--- src/rtl/fpc_pkg.sv ---
package fpc_pkg;

  typedef enum logic [3:0] {
    ST_IDLE,
    ST_UNLK_A,
    ST_UNLK_B,
    ST_CMD,
    ST_PROG,
    ST_POLL,
    ST_Q5CHK,
    ST_VERIFY,
    ST_DONE
  } fpc_state_e;

  localparam logic [1:0] PH_SETUP  = 2'd0;
  localparam logic [1:0] PH_STROBE = 2'd1;
  localparam logic [1:0] PH_HOLD   = 2'd2;

  localparam logic [7:0] CMD_UNLK_A = 8'hAA;
  localparam logic [7:0] CMD_UNLK_B = 8'h55;
  localparam logic [7:0] CMD_PROG   = 8'hA0;

  function automatic logic fpc_is_write(fpc_state_e s);
    return (s == ST_UNLK_A) || (s == ST_UNLK_B) || (s == ST_CMD) || (s == ST_PROG);
  endfunction

  function automatic logic fpc_is_read(fpc_state_e s);
    return (s == ST_POLL) || (s == ST_Q5CHK) || (s == ST_VERIFY);
  endfunction

endpackage

--- src/rtl/fpc_rst_sync.sv ---
module fpc_rst_sync #(
  parameter int STAGES = 2
) (
  input  logic clk,
  input  logic rst_n,
  output logic rst_sync_n
);

  logic [STAGES-1:0] sync_q;

  always_ff @(posedge clk or negedge rst_n) begin
    if (!rst_n) begin
      sync_q <= '0;
    end else begin
      sync_q <= {sync_q[STAGES-2:0], 1'b1};
    end
  end

  assign rst_sync_n = sync_q[STAGES-1];

endmodule

--- src/rtl/fpc_bus_drv.sv ---
module fpc_bus_drv
  import fpc_pkg::*;
#(
  parameter int AW          = 19,
  parameter int UNLK_ADDR_A = 'h555,
  parameter int UNLK_ADDR_B = 'h2AA
) (
  input  fpc_state_e    state,
  input  logic [1:0]    phase,
  input  logic [AW-1:0] tgt_addr,
  input  logic [7:0]    tgt_data,
  output logic [AW-1:0] bus_addr,
  output logic [7:0]    bus_wdata,
  output logic          bus_we_n,
  output logic          bus_oe_n
);

  localparam logic [AW-1:0] ADDR_A = AW'(UNLK_ADDR_A);
  localparam logic [AW-1:0] ADDR_B = AW'(UNLK_ADDR_B);

  always_comb begin
    case (state)
      ST_UNLK_A: begin
        bus_addr  = ADDR_A;
        bus_wdata = CMD_UNLK_A;
      end
      ST_UNLK_B: begin
        bus_addr  = ADDR_B;
        bus_wdata = CMD_UNLK_B;
      end
      ST_CMD: begin
        bus_addr  = ADDR_A;
        bus_wdata = CMD_PROG;
      end
      default: begin
        bus_addr  = tgt_addr;
        bus_wdata = tgt_data;
      end
    endcase
  end

  assign bus_we_n = !(fpc_is_write(state) && (phase == PH_STROBE));
  assign bus_oe_n = !(fpc_is_read(state) && (phase != PH_SETUP));

endmodule

--- src/rtl/fpc_poll_eval.sv ---
module fpc_poll_eval (
  input  logic [7:0] rdata,
  input  logic [7:0] want,
  input  logic       prev_q6,
  input  logic       prev_valid,
  output logic       poll_ok,
  output logic       limit_flag,
  output logic       byte_match
);

  logic q6_steady;
  logic top_bits_match;

  assign q6_steady      = prev_valid && (rdata[6] == prev_q6);
  assign top_bits_match = (rdata[7] == want[7]) && (rdata[6] == want[6]);
  assign poll_ok        = q6_steady && top_bits_match;
  assign limit_flag     = rdata[5];
  assign byte_match     = (rdata == want);

endmodule

--- src/rtl/fpc_poll_cnt.sv ---
module fpc_poll_cnt #(
  parameter int POLL_MAX = 64
) (
  input  logic clk,
  input  logic rst_n,
  input  logic clr,
  input  logic inc,
  output logic at_limit
);

  localparam int CW = $clog2(POLL_MAX + 1);

  logic [CW-1:0] cnt_q;
  logic [CW-1:0] cnt_d;
  logic          cnt_en;

  assign cnt_en = clr || inc;

  always_comb begin
    if (clr) begin
      cnt_d = '0;
    end else begin
      cnt_d = cnt_q + CW'(1);
    end
  end

  always_ff @(posedge clk or negedge rst_n) begin
    if (!rst_n) begin
      cnt_q <= '0;
    end else if (cnt_en) begin
      cnt_q <= cnt_d;
    end
  end

  assign at_limit = (cnt_q == CW'(POLL_MAX - 1));

endmodule

--- src/rtl/flash_prog_ctrl.sv ---
module flash_prog_ctrl
  import fpc_pkg::*;
#(
  parameter int AW          = 19,
  parameter int POLL_MAX    = 64,
  parameter int UNLK_ADDR_A = 'h555,
  parameter int UNLK_ADDR_B = 'h2AA
) (
  input  logic          clk,
  input  logic          rst_n,
  input  logic          req_valid,
  input  logic [AW-1:0] req_addr,
  input  logic [7:0]    req_data,
  output logic          req_ready,
  output logic          done,
  output logic          err,
  output logic [AW-1:0] bus_addr,
  output logic [7:0]    bus_wdata,
  output logic          bus_we_n,
  output logic          bus_oe_n,
  input  logic [7:0]    bus_rdata
);

  logic          rst_sync_n;
  fpc_state_e    state_q,   state_d;
  logic [1:0]    phase_q,   phase_d;
  logic [AW-1:0] addr_q;
  logic [7:0]    data_q;
  logic          err_q,     err_d;
  logic          prev_q6_q, prev_q6_d;
  logic          prev_v_q,  prev_v_d;
  logic          chk_q6_q,  chk_q6_d;
  logic          chk_idx_q, chk_idx_d;
  logic          load_en;
  logic          cnt_clr, cnt_inc, at_limit;
  logic          poll_ok, limit_flag, byte_match;
  logic          step_last;

  fpc_rst_sync #(.STAGES(2)) u_rst_sync (
    .clk        (clk),
    .rst_n      (rst_n),
    .rst_sync_n (rst_sync_n)
  );

  fpc_bus_drv #(
    .AW          (AW),
    .UNLK_ADDR_A (UNLK_ADDR_A),
    .UNLK_ADDR_B (UNLK_ADDR_B)
  ) u_bus_drv (
    .state     (state_q),
    .phase     (phase_q),
    .tgt_addr  (addr_q),
    .tgt_data  (data_q),
    .bus_addr  (bus_addr),
    .bus_wdata (bus_wdata),
    .bus_we_n  (bus_we_n),
    .bus_oe_n  (bus_oe_n)
  );

  fpc_poll_eval u_poll_eval (
    .rdata      (bus_rdata),
    .want       (data_q),
    .prev_q6    (prev_q6_q),
    .prev_valid (prev_v_q),
    .poll_ok    (poll_ok),
    .limit_flag (limit_flag),
    .byte_match (byte_match)
  );

  fpc_poll_cnt #(.POLL_MAX(POLL_MAX)) u_poll_cnt (
    .clk      (clk),
    .rst_n    (rst_sync_n),
    .clr      (cnt_clr),
    .inc      (cnt_inc),
    .at_limit (at_limit)
  );

  assign step_last = (phase_q == PH_HOLD);
  assign load_en   = (state_q == ST_IDLE) && req_valid;

  always_comb begin
    state_d   = state_q;
    phase_d   = phase_q;
    err_d     = err_q;
    prev_q6_d = prev_q6_q;
    prev_v_d  = prev_v_q;
    chk_q6_d  = chk_q6_q;
    chk_idx_d = chk_idx_q;
    cnt_clr   = 1'b0;
    cnt_inc   = 1'b0;

    if (fpc_is_write(state_q) || fpc_is_read(state_q)) begin
      phase_d = step_last ? PH_SETUP : phase_q + 2'd1;
    end

    case (state_q)
      ST_IDLE: begin
        if (req_valid) begin
          state_d = ST_UNLK_A;
          phase_d = PH_SETUP;
          err_d   = 1'b0;
          cnt_clr = 1'b1;
        end
      end
      ST_UNLK_A: if (step_last) state_d = ST_UNLK_B;
      ST_UNLK_B: if (step_last) state_d = ST_CMD;
      ST_CMD:    if (step_last) state_d = ST_PROG;
      ST_PROG: begin
        if (step_last) begin
          state_d  = ST_POLL;
          prev_v_d = 1'b0;
        end
      end
      ST_POLL: begin
        if (step_last) begin
          cnt_inc = 1'b1;
          if (poll_ok) begin
            state_d = ST_VERIFY;
          end else if (limit_flag) begin
            state_d   = ST_Q5CHK;
            chk_idx_d = 1'b0;
          end else if (at_limit) begin
            state_d = ST_DONE;
            err_d   = 1'b1;
          end else begin
            prev_q6_d = bus_rdata[6];
            prev_v_d  = 1'b1;
          end
        end
      end
      ST_Q5CHK: begin
        if (step_last) begin
          if (!chk_idx_q) begin
            chk_q6_d  = bus_rdata[6];
            chk_idx_d = 1'b1;
          end else if (bus_rdata[6] != chk_q6_q) begin
            state_d = ST_DONE;
            err_d   = 1'b1;
          end else begin
            state_d = ST_VERIFY;
          end
        end
      end
      ST_VERIFY: begin
        if (step_last) begin
          state_d = ST_DONE;
          err_d   = !byte_match;
        end
      end
      ST_DONE: state_d = ST_IDLE;
      default: state_d = ST_IDLE;
    endcase
  end

  always_ff @(posedge clk or negedge rst_sync_n) begin
    if (!rst_sync_n) begin
      state_q   <= ST_IDLE;
      phase_q   <= PH_SETUP;
      err_q     <= 1'b0;
      prev_q6_q <= 1'b0;
      prev_v_q  <= 1'b0;
      chk_q6_q  <= 1'b0;
      chk_idx_q <= 1'b0;
    end else begin
      state_q   <= state_d;
      phase_q   <= phase_d;
      err_q     <= err_d;
      prev_q6_q <= prev_q6_d;
      prev_v_q  <= prev_v_d;
      chk_q6_q  <= chk_q6_d;
      chk_idx_q <= chk_idx_d;
    end
  end

  always_ff @(posedge clk or negedge rst_sync_n) begin
    if (!rst_sync_n) begin
      addr_q <= '0;
      data_q <= '0;
    end else if (load_en) begin
      addr_q <= req_addr;
      data_q <= req_data;
    end
  end

  assign req_ready = (state_q == ST_IDLE);
  assign done      = (state_q == ST_DONE);
  assign err       = done && err_q;

endmodule

--- config.mk ---
export PLATFORM = sky130hd
export DESIGN_NAME = flash_prog_ctrl
export DESIGN_NICKNAME = d
export VERILOG_FILES = /design/src/rtl/fpc_pkg.sv /design/src/rtl/fpc_rst_sync.sv /design/src/rtl/fpc_bus_drv.sv /design/src/rtl/fpc_poll_eval.sv /design/src/rtl/fpc_poll_cnt.sv /design/src/rtl/flash_prog_ctrl.sv
export SDC_FILE = /design/constraint.sdc
export NUM_CORES = 1
export LEC_CHECK = 0
export BUFFER_PORTS_ARGS = -buffer_cell sky130_fd_sc_hd__buf_2
export CORE_ASPECT_RATIO = 1.25
export CORE_MARGIN = 1
export CORE_UTILIZATION = 49
export CTS_BUF_LIST = sky130_fd_sc_hd__clkbuf_8
export CTS_CLUSTER_DIAMETER = 30
export DETAILED_ROUTE_END_ITERATION = 8
export PLACE_DENSITY = 0.86
export SLEW_MARGIN = 25
export SYNTH_ARGS = -nofsm -noshare
export SYNTH_HDL_FRONTEND = slang
export SYNTH_SLANG_ARGS = --single-unit
--- constraint.sdc ---
create_clock -name clk -period 1.8 [get_ports clk]
set_clock_uncertainty 0.2 [all_clocks]
set_input_delay 0.36 -clock clk [delete_from_list [all_inputs] [get_ports clk]]
set_output_delay 0.36 -clock clk [all_outputs]
set_load 0.005 [all_outputs]
==> metrics.md, run 1 <==
| Metric | Value |
|---|---|
| Cell Rows | `28` |
| Cell Count, Final, Fillers Out | `431` |
| Clk buf depth | `2` |
| Leak Pwr | `about 2.0 nW` |
| GR Layer Usage met3 | `0.103` |
| Switching Share | `0.394` |
| Post-synth EDFFs | `0` |
| Pre-CTS setup slack | `-0.137 ns` |
| Yosys warning count | `0` |
| Num ports | `70` |
| Failing checks | `setup timing` |
| Die height | `about 81 µm` |
| Critical path type | `flop to primary output` |
| Remaining DRCs | `0` |
| Final setup fails | `between 70 and 80` |
| Synth async-reset ratio | `1.00` |
| Detail-routed net length per standard cell | `roughly 25 µm` |
| Crit path max-delay family | `buffers and inverters` |
| CTS root buf | `clkbuf_8` |
| Setup ws final | `-0.502 ns` |
| Via density | `6.47` |
| Critical path, cell by cell | `buf_6 -> nor3_4 -> buf_6 -> buf_12 -> nor2_1 -> nor2_1 -> buf_2` |
| Synth Cell Area | `approximately 2500 µm²` |
| Clock Power Share | `0.115` |
| Met2 GRT Util | `0.673` |
| Vias in the first global route | `~2800` |
| Core area | `about 4800 µm²` |
| GR Util met1 | `0.422` |
| Syn Inst Count | `approximately 230` |
| Worst path depth | `7` |
| Int Pwr | `0.00433 W` |
| Crit path time final | `2.30 ns` |
| Post-Syn Nets | `approximately 270` |
| Initial antenna violation count | `0` |
| Antenna diode instance count | `0` |
| Comb power frac | `0.611` |
| CP endpoint | `bus_wdata[1]` |
| First-pass GRT wire length | `15100 µm` |
| Max Cap Viol | `0` |
| CP required | `1.24 ns` |
| Synth unique cells | `between 40 and 50` |
| Worst reg2reg path depth | `6` |
| Hold Path Class | `flop to asynchronous set/reset pin` |
| Worst-skew pair later-pin latency | `around 0.32 ns` |
| Slowest cell on crit path | `dfrtp_2` |
| Wirelength, routed | `between 10000 and 15000 µm` |
| Number of nets in the layout | `a little over 400` |
| Hold slack | `~0.029 ns` |
| Max incr delay on CP | `0.46 ns` |
| DP Cell Count | `396` |
| Worst IR Drop VDD | `1.38 mV` |
| TritonCTS buffer count | `5` |
| CP Launch Type | `flop` |
| GR peak layer | `met2` |
| Buf+Inv Stages, Crit Path | `4` |
| Via count | `2790` |
| Port bufs | `between 60 and 70` |
| Total Routing Usage GR | `0.397` |
| GR Overflow Total | `0` |
| CP arrival | `around 1.7 ns` |
| Detailed router's first-iteration violation count | `around 280` |
| Initial Util | `0.516` |
| Critical path endpoint category | `primary output` |
| Die area | `roughly 5300 µm²` |
| Critical Path Source | `state_q[2]$_DFFE_PN0P_` |
| Reg2reg start | `state_q[2]$_DFFE_PN0P_` |
| Switching Power | `0.00282 W` |
| Largest net degree at the start of global routing | `between 40 and 50` |
| Most common cell after layout, fill and taps aside | `buf_2` |
| Final worst-path cycle share | `1.28` |
| Drt pass-1 iters | `5` |
| Layout cells sized above 1 | `0.625` |
| Placed Area | `3250 µm²` |
| Cell Pwr Density | `1760 nW/µm²` |
| Fmax | `434 MHz` |
| Post-DP HPWL | `slightly below 5000 µm` |
| Utilization after layout | `0.846` |
| Synth Flop Type | `dfrtp_1` |
| Register area share after synthesis | `0.475` |
| Flip-flop and latch count after synthesis | `47` |
| Routability-driven placement congestion ratio | `around 0.91` |
| Reg-to-reg setup timing slack | `-0.35 ns` |
| ANT nets after route | `0` |
| RSZ-0062 raised after global routing | `true` |
| Clk slew on worst S/H paths | `around 0.11 ns` |
| Commonest cells after routing, fill and taps aside | `buf_2 (59), buf_4 (45), dfrtp_1 (44), buf_6 (28)` |
| RR Endpoint | `state_q[2]$_DFFE_PN0P_` |
| Worst-path fanout max | `5` |
| Final hold vios | `0` |
| Final slew viol count | `0` |
| Die Width | `roughly 66 µm` |
| Total clock sinks | `47` |
| Outcome | `finished, violations left` |
| Area Overhead vs Synth | `64.0%` |
| Fin area | `~4100 µm²` |
| Share of power burned in registers | `0.274` |
| CTS tree | `yes` |
| Syn avg cell area | `10.6 µm²` |
| H-tree depth | `2` |
[cells by family (layout without fill, tap and decap cells)]
group                      Yosys count  count (layout)  share of synthesized area
DFF                                 47              47                      0.475
xor gates and xnor gates            14              14                     0.0526
and+or+nand+nor                     89              90                      0.182
muxes                               30              30                      0.136
other                                1               1                    0.00152
AOI/OAI and AO/OA                   35              35                      0.115
adders and majority gates            1               1                    0.00505
buffers and inverters               16             153                     0.0329
[flip-flops by register name, indices dropped and copies added, names as in the netlist, 2 cells and up]
signal and cells:
addr_q 19, data_q 8, phase_q 2, state_q 4, u_poll_cnt.cnt_q 7, u_rst_sync.sync_q 2
[metrics by stage]
step | TNS (ns) | total power [W]
5_1_grt | -21.33 | 0.00736
3_3_place_gp | -2.73 | 0.00454
6_report | -19.13 | 0.00715
2_1_floorplan | 0 | 0.00338
3_5_place_dp | -4.04 | 0.00468
4_1_cts | -13.07 | 0.00619
[what timing repair did]
item / in CTS / in global routing
endpoints found under the setup margin: 73 / 77
hold buffers: 1 / 0
resized for setup: 60 / 60
buffers inserted: 21 / 7
pin swaps: 14 / 28
cloned: 5 / 1
hold endpoints to repair: 2 / 0
[cell type report]
class / instances / area [µm²]
inverter: 4 / 20.0
multi-input combinational: 171 / 1540
tap: 60 / 75.1
clock buffer: 5 / 68.8
timing repair buffer: 141 / 1130
clock inverter: 3 / 46.3
fill: 185 / 741
sequential: 47 / 1180
[routing by layer]
layer	wire [µm]	vias up
met5	0	-
met4	725	0
met1	3640	1339
li1	-	1096
met3	1100	91
met2	5230	264
[how the worst min path moves through the flow]
stage | to | startpoint | cells after the start | slack (ns)
floorplan | u_rst_sync.sync_q[0]$_DFF_PN0_ | rst_n | 0 | -0.14
global placement | u_rst_sync.sync_q[0]$_DFF_PN0_ | rst_n | 1 | -0.06
detailed placement | u_rst_sync.sync_q[0]$_DFF_PN0_ | rst_n | 1 | -0.05
CTS | addr_q[14]$_DFFE_PN0P_ | u_rst_sync.sync_q[1]$_DFF_PN0_ | 1 | 0.06
global route | addr_q[13]$_DFFE_PN0P_ | req_addr[13] | 2 | 0.06
finish | addr_q[5]$_DFFE_PN0P_ | u_rst_sync.sync_q[1]$_DFF_PN0_ | 1 | 0.03
[power by group through the flow]
stage	clock, W	sequential, W	combinational [W]
floorplan	0	0.00179	0.00159
global placement	0	0.00182	0.00272
CTS	0.000813	0.00186	0.00352
finish	0.000824	0.00196	0.00437
global route	0.000841	0.00199	0.00453
detailed placement	0	0.00186	0.00282
[synth_stat cells, drive strengths merged, types with 2 or more instances]
cell type	count	area [µm²]
nand3	4	20.0
nand3b	2	15.0
a21o	9	67.6
nand4	4	25.0
clkbuf	3	11.3
a22oi	2	15.0
nand2b	2	12.5
and4	2	17.5
buf	9	55.1
and2	11	68.8
inv	4	15.0
nor2b	3	18.8
and3	5	31.3
o211ai	3	27.5
mux2	30	338
o21ai	6	30.0
xor2	7	61.3
nor3	7	40.0
nand2	12	45.0
xnor2	7	68.8
nor2	33	124
a21oi	3	15.0
dfrtp	47	1180
No activity file was read; power rests on OpenSTA's default activity.
==> run 2, diff against run 1 <==
--- a/config.mk
+++ b/config.mk
@@ -5,6 +5,7 @@
 export SDC_FILE = /design/constraint.sdc
 export NUM_CORES = 1
 export LEC_CHECK = 0
+export ABC_AREA = 1
 export BUFFER_PORTS_ARGS = -buffer_cell sky130_fd_sc_hd__buf_2
 export CORE_ASPECT_RATIO = 1.25
 export CORE_MARGIN = 1
@@ -12,7 +13,7 @@
 export CTS_BUF_LIST = sky130_fd_sc_hd__clkbuf_8
 export CTS_CLUSTER_DIAMETER = 30
 export DETAILED_ROUTE_END_ITERATION = 8
-export PLACE_DENSITY = 0.86
+export PLACE_DENSITY = 0.85
 export SLEW_MARGIN = 25
 export SYNTH_ARGS = -nofsm -noshare
 export SYNTH_HDL_FRONTEND = slang
==> metrics.md, run 2 <==
| Metric | Value |
|---|---|
| Outcome | `finished, violations left` |
| Failing checks | `hold timing, setup timing` |
| Drt pass-1 iters | `5 (unchanged)` |
| Int Pwr | `0.00351 W (-19%)` |
| Routability-driven placement congestion ratio | `0.918 (+1.3%)` |
| Utilization after layout | `0.721 (-0.124)` |
| Post-DP HPWL | `4720 µm (-2.9%)` |
| GR Overflow Total | `0 (unchanged)` |
| Worst-skew pair later-pin latency | `0.30 ns (-0.02 ns)` |
| Synth async-reset ratio | `1.00 (unchanged)` |
| Clk buf depth | `2 (unchanged)` |
| Comb power frac | `0.634 (+0.023)` |
| Area Overhead vs Synth | `41.5%` |
| Placed Area | `3140 µm² (-3.5%)` |
| Antenna diode instance count | `0 (unchanged)` |
| Layout cells sized above 1 | `0.371 (-0.255)` |
| Biggest regs | `addr_q: 19 flops, data_q: 8 flops, u_poll_cnt.cnt_q: 7 flops` |
| Via density | `5.20 (-20%)` |
| Syn avg cell area | `7.30 µm² (-31%)` |
| Number of nets in the layout | `502 (+23%)` |
| ANT nets after route | `0 (unchanged)` |
| Biggest area consumer among synthesized cells | `dfrtp_1` |
| Worst IR Drop VDD | `1.05 mV (-23%)` |
| Final hold vios | `2 (+2)` |
| Hold slack | `-0.00125 ns (-0.0302 ns)` |
| Port bufs | `69 (unchanged)` |
| Critical path endpoint category | `primary output` |
| Final setup fails | `33 (-56%)` |
| Yosys warning count | `0 (unchanged)` |
| Most flops, register | `addr_q` |
| Final worst-path cycle share | `1.18 (-0.100)` |
| Total clock sinks | `47 (unchanged)` |
| Vias in the first global route | `2656 (-6.5%)` |
| Leak Pwr | `1.96 nW (-0.63%)` |
| Clk slew on worst S/H paths | `0.09 ns (-0.02 ns)` |
| First-pass GRT wire length | `11400 µm (-25%)` |
| Switching Power | `0.00287 W (+2.0%)` |
| Multi-input logic area | `1400 µm² (-9.4%)` |
| Most common cell after layout, fill and taps aside | `nand2_1` |
| Max Cap Viol | `0 (unchanged)` |
| Crit path time final | `2.12 ns (-0.181 ns)` |
| CP Launch Type | `flop` |
| Synth top area share | `0.451 (-0.0242)` |
| Detail-routed net length per standard cell | `14.3 µm (-42%)` |
| Switching Share | `0.450 (+0.0559)` |
| Setup ws final | `-0.321 ns (+0.181 ns)` |
| Synth area leaders | `dfrtp_1 (45%), nand2_1 (19%), nor2_1 (6.5%), inv_1 (4.9%), o21ai_0 (3.1%)` |
| CTS root buf | `clkbuf_8` |
| Remaining DRCs | `0 (unchanged)` |
| Initial antenna violation count | `0 (unchanged)` |
| Synth Flop Type | `dfrtp_1` |
| Total Routing Usage GR | `0.264 (-0.134)` |
| Fin area | `3690 µm² (-9.1%)` |
| Register area share after synthesis | `0.451 (-0.0242)` |
| Clock Power Share | `0.096 (-0.019)` |
| Pre-CTS setup slack | `0.00897 ns (+0.146 ns)` |
| Commonest cells after routing, fill and taps aside | `nand2_1 (123), buf_2 (70), dfrtp_1 (46), nor2_1 (33), inv_1 (32)` |
| Syn Inst Count | `357 (+53%)` |
| RSZ-0062 raised after global routing | `true` |
| Detailed router's first-iteration violation count | `165 (-42%)` |
| Post-Syn Nets | `396 (+46%)` |
| Synth unique cells | `35 (-27%)` |
| Wirelength, routed | `7530 µm (-30%)` |
| CTS tree | `yes` |
| Register area | `1180 µm² (-0.21%)` |
| Max reg flops | `19 (unchanged)` |
| Share of power burned in registers | `0.270 (-0.004)` |
| Cell Rows | `29 (+3.6%)` |
| Cell Pwr Density | `1730 nW/µm² (-1.8%)` |
| CP arrival | `1.56 ns (-0.18 ns)` |
| CP required | `1.24 ns (about the same)` |
| Largest net degree at the start of global routing | `30 (-35%)` |
| Core area | `5120 µm² (+6.6%)` |
| Layout filler cell count | `367 (+98%)` |
| Post-synth EDFFs | `0 (unchanged)` |
| Die area | `5620 µm² (+5.2%)` |
| Via count | `2735 (-2.0%)` |
| Most common cell in the netlist | `nand2_1` |
| Synth cell count leaders | `nand2_1 (129), dfrtp_1 (47), nor2_1 (45), inv_1 (34), o21ai_0 (16)` |
| Critical path type | `flop to primary output` |
| Fmax | `472 MHz (+8.5%)` |
| H-tree depth | `2 (unchanged)` |
| Flip-flop and latch count after synthesis | `47 (unchanged)` |
| Die height | `83.6 µm (+2.6%)` |
| Die Width | `67.2 µm (+2.6%)` |
| Num ports | `70 (unchanged)` |
| Synth Cell Area | `2610 µm² (+5.4%)` |
| Hold Path Class | `flop to asynchronous set/reset pin` |
| TritonCTS buffer count | `5 (unchanged)` |
| Final slew viol count | `0 (unchanged)` |
| Initial Util | `0.510 (-0.00598)` |
| Worst-path fanout max | `5 (unchanged)` |
## run 2: power by group through the flow
stage          sequential [W]  clock, W  combinational (W)
2_1_floorplan         0.00170         0            0.00187
3_3_place_gp          0.00172         0            0.00290
3_5_place_dp          0.00173         0            0.00298
4_1_cts               0.00171  0.000626            0.00350
5_1_grt               0.00176  0.000666            0.00445
6_report              0.00173  0.000614            0.00404
## run 2: worst paths after layout
kind	from	endpoint	slack [ns]	cells after the start
max	state_q[3]$_DFFE_PN0P_	bus_addr[1]	-0.32	7
min	u_rst_sync.sync_q[1]$_DFF_PN0_	addr_q[18]$_DFFE_PN0P_	-0.001	0
max reg2reg	u_poll_cnt.cnt_q[0]$_DFFE_PN0P_	state_q[2]$_DFFE_PN0P_	-0.01	7
min reg2reg	u_rst_sync.sync_q[1]$_DFF_PN0_	addr_q[18]$_DFFE_PN0P_	-0.001	0
max in group asynchronous	u_rst_sync.sync_q[1]$_DFF_PN0_	phase_q[0]$_DFF_PN0_	0.91	1
min in group clk	req_addr[0]	addr_q[0]$_DFFE_PN0P_	0.05	3
## run 2: cell type report
cell class | instances | area share
clock buffer | 5 | 0.0187
clock inverter | 3 | 0.00441
inverter | 44 | 0.0532
multi-input combinational | 260 | 0.379
sequential | 47 | 0.319
tap | 62 | 0.0210
timing repair buffer | 105 | 0.205
## run 2: kinds of logic after synthesis
family | synth area share
adder cells (fa/ha/maj) | 0.00480
AO/OA/AOI/OAI | 0.0897
buffers and inverters | 0.0811
AND/OR/NAND/NOR | 0.358
flip-flops | 0.451
XOR/XNOR | 0.0134
other | 0.00144
## run 2: per-layer routing
metal,up-vias,wire (µm),global-route usage,share of wire
met5,-,0,0,0
li1,1311,-,-,-
met1,1308,3010,0.322,0.40
met4,0,163,0.106,0.022
met2,95,3980,0.439,0.53
met3,21,379,0.0560,0.050
## run 2: what timing repair did
action	CTS	global route
cloned	1	4
gates resized for setup	38	38
buffers inserted	13	6
pin swaps	4	9
hold buffers	1	0
hold endpoints to repair	2	0
setup endpoints to repair	32	72
## run 2: critical path, cell delays in order (launching register included)
cell and delay, ns:
dfrtp_1 0.41, nor2_4 0.16, inv_4 0.06, nor2_4 0.17, buf_6 0.14, nor2_1 0.05, nor2_1 0.13, buf_2 0.14
## run 2: per-stage QoR
step	hold slack (ns)	total power (W)	instances	setup TNS, ns
floorplan	-0.136	0.00357	357	0
global placement	-0.0538	0.00462	497	0
detailed placement	-0.0519	0.00471	497	0
CTS	0.00476	0.00583	518	-5.95
global route	0.0347	0.00688	526	-9.42
finish	-0.00125	0.00638	526	-6.89
==> run 3, diff against run 2 <==
--- a/config.mk
+++ b/config.mk
@@ -9,11 +9,11 @@
 export BUFFER_PORTS_ARGS = -buffer_cell sky130_fd_sc_hd__buf_2
 export CORE_ASPECT_RATIO = 1.25
 export CORE_MARGIN = 1
-export CORE_UTILIZATION = 49
+export CORE_UTILIZATION = 40
 export CTS_BUF_LIST = sky130_fd_sc_hd__clkbuf_8
 export CTS_CLUSTER_DIAMETER = 30
 export DETAILED_ROUTE_END_ITERATION = 8
-export PLACE_DENSITY = 0.85
+export PLACE_DENSITY = 0.73
 export SLEW_MARGIN = 25
 export SYNTH_ARGS = -nofsm -noshare
 export SYNTH_HDL_FRONTEND = slang
==> metrics.md, run 3 (same netlist as run 2, synthesis figures left out) <==
| Metric | Value |
|---|---|
| CTS tree | `yes` |
| Worst IR Drop VDD | `0.950 mV (-10%)` |
| GR Overflow Total | `0 (unchanged)` |
| CTS root buf | `clkbuf_8` |
| Utilization after layout | `0.559 (-0.162)` |
| Share of power burned in registers | `0.293 (+0.023)` |
| Final hold vios | `0 (-2)` |
| Cell Rows | `32 (+10%)` |
| Initial antenna violation count | `0 (unchanged)` |
| TritonCTS buffer count | `5 (unchanged)` |
| Final worst-path cycle share | `1.13 (-0.0452)` |
| Setup ws final | `-0.239 ns (+0.0814 ns)` |
| H-tree depth | `2 (unchanged)` |
| Post-DP HPWL | `4840 µm (+2.5%)` |
| Antenna diode instance count | `0 (unchanged)` |
| CP required | `1.24 ns (about the same)` |
| Detail-routed net length per standard cell | `12.3 µm (-14%)` |
| Comb power frac | `0.578 (-0.056)` |
| Via density | `4.73 (-9.1%)` |
| Int Pwr | `0.00329 W (-6.3%)` |
| Port bufs | `69 (unchanged)` |
| Max reg flops | `19 (unchanged)` |
| Clock Power Share | `0.129 (+0.033)` |
| First-pass GRT wire length | `10900 µm (-4.5%)` |
| Max Cap Viol | `0 (unchanged)` |
| Total clock sinks | `47 (unchanged)` |
| Num ports | `70 (unchanged)` |
| Most common cell after layout, fill and taps aside | `nand2_1` |
| Crit path time final | `2.04 ns (-0.0814 ns)` |
| Clk slew on worst S/H paths | `0.09 ns (about the same)` |
| Detailed router's first-iteration violation count | `164 (-0.61%)` |
| CP Launch Type | `flop` |
| Placed Area | `3160 µm² (+0.84%)` |
| Most flops, register | `addr_q` |
| Slew headroom | `0.653` |
| Remaining DRCs | `0 (unchanged)` |
| Commonest cells after routing, fill and taps aside | `nand2_1 (123), buf_2 (69), dfrtp_1 (45), nor2_1 (42), inv_1 (31)` |
| Cell Pwr Density | `1670 nW/µm² (-3.2%)` |
| Clk buf depth | `2 (unchanged)` |
| ANT nets after route | `0 (unchanged)` |
| Die area | `6850 µm² (+22%)` |
| Hold slack | `0.0359 ns (+0.0371 ns)` |
| Failing checks | `setup timing` |
| Area Overhead vs Synth | `34.0%` |
| Reg-to-reg setup timing slack | `-0.06 ns (-0.05 ns)` |
| Wirelength, routed | `6670 µm (-11%)` |
| RSZ-0062 raised after global routing | `true` |
| Core area | `6250 µm² (+22%)` |
| Switching Power | `0.00256 W (-11%)` |
| Via count | `2567 (-6.1%)` |
| Number of nets in the layout | `497 (-1.0%)` |
| Fin area | `3490 µm² (-5.3%)` |
| Die height | `92.3 µm (+10%)` |
| Final setup fails | `35 (+6.1%)` |
| Worst-path fanout max | `8 (+3)` |
| Critical path endpoint category | `primary output` |
| Drt pass-1 iters | `5 (unchanged)` |
| Die Width | `74.2 µm (+10%)` |
| Vias in the first global route | `2499 (-5.9%)` |
| Hold Path Class | `flop to asynchronous set/reset pin` |
| CP arrival | `1.48 ns (-0.08 ns)` |
| Total Routing Usage GR | `0.206 (-0.0577)` |
| Leak Pwr | `1.90 nW (-2.9%)` |
| Biggest regs | `addr_q: 19 flops, data_q: 8 flops, u_poll_cnt.cnt_q: 7 flops` |
| Critical path type | `flop to primary output` |
| Switching Share | `0.438 (-0.0121)` |
| Slew @ Worst Pin | `between 0.5 and 0.6 ns` |
| Total power | `0.00585 W (-8.3%)` |
| Initial Util | `0.417 (-0.0922)` |
| Final slew viol count | `0 (unchanged)` |
| Worst-skew pair later-pin latency | `0.30 ns (about the same)` |
| Outcome | `finished, violations left` |
| Fmax | `490 MHz (+4.0%)` |
| Largest net degree at the start of global routing | `26 (-13%)` |
| Routability-driven placement congestion ratio | `0.940 (+2.4%)` |
| Layout cells sized above 1 | `0.332 (-0.0388)` |
## run 3: changes by cell type in the layout (fill, tap and decap cells not counted), sizes merged
cell      previous run  this run
inv                 43        45
clkbuf               8         5
clkinv               2         0
clkinvlp             2         0
bufinv               0         1
buf                101        99
## run 3: worst max-delay path, stage by stage (launching register included)
cell and delay (ns):
dfrtp_1 0.42, inv_2 0.14, nand2_2 0.13, nand2_4 0.08, inv_2 0.05, buf_6 0.13, nor2_1 0.10, buf_2 0.12
## run 3: layer usage
metal / track usage / up-vias / share of wire / routed length [µm]
met4: 0.0896 / 0 / 0.029 / 192
li1: - / 1303 / - / -
met5: 0 / - / 0 / 0
met2: 0.336 / 73 / 0.49 / 3250
met1: 0.258 / 1174 / 0.43 / 2900
met3: 0.0451 / 17 / 0.049 / 324
## run 3: what timing repair did
| item | 4_1_cts | 5_1_grt |
|---|---|---|
| resized for setup | 17 | 23 |
| pin swaps | 2 | 9 |
| setup endpoints to repair | 32 | 54 |
| buffers inserted | 6 | 6 |
| hold endpoints to repair | 2 | 0 |
| hold buffers | 1 | 0 |
## run 3: stage by stage
stage / std cells / worst slack (ns) / setup TNS, ns
6_report: 543 / -0.239 / -6.41
5_1_grt: 543 / -0.333 / -9.50
4_1_cts: 537 / -0.242 / -6.42
3_5_place_dp: 523 / 0.0357 / 0
3_3_place_gp: 523 / 0.0588 / 0
2_1_floorplan: 357 / 0.0744 / 0
## run 3: path summary, 6_finish.rpt
kind | start | end | cells after the start
setup / recovery | state_q[1]$_DFFE_PN0P_ | bus_addr[14] | 7
max in group asynchronous | u_rst_sync.sync_q[1]$_DFF_PN0_ | data_q[7]$_DFFE_PN0P_ | 1
hold / removal | u_rst_sync.sync_q[1]$_DFF_PN0_ | chk_idx_q$_DFFE_PN0P_ | 0
setup reg to reg | state_q[3]$_DFFE_PN0P_ | state_q[1]$_DFFE_PN0P_ | 11
hold reg to reg | u_rst_sync.sync_q[1]$_DFF_PN0_ | chk_idx_q$_DFFE_PN0P_ | 0
min in group clk | req_data[4] | data_q[4]$_DFFE_PN0P_ | 3
## run 3: cell type report
class,count,area [µm²]
clock buffer,5,68.8
clock inverter,2,33.8
fill,590,2750
inverter,44,180
multi-input combinational,260,1300
sequential,47,1180
tap,85,106
timing repair buffer,100,623
## run 3: power groups by stage
stage / Clock, W / Sequential (W) / Combinational (W)
global placement: 0 / 0.00172 / 0.00291
detailed placement: 0 / 0.00174 / 0.00296
floorplan: 0 / 0.00170 / 0.00187
global route: 0.000796 / 0.00176 / 0.00378
CTS: 0.000765 / 0.00172 / 0.00316
finish: 0.000755 / 0.00171 / 0.00338
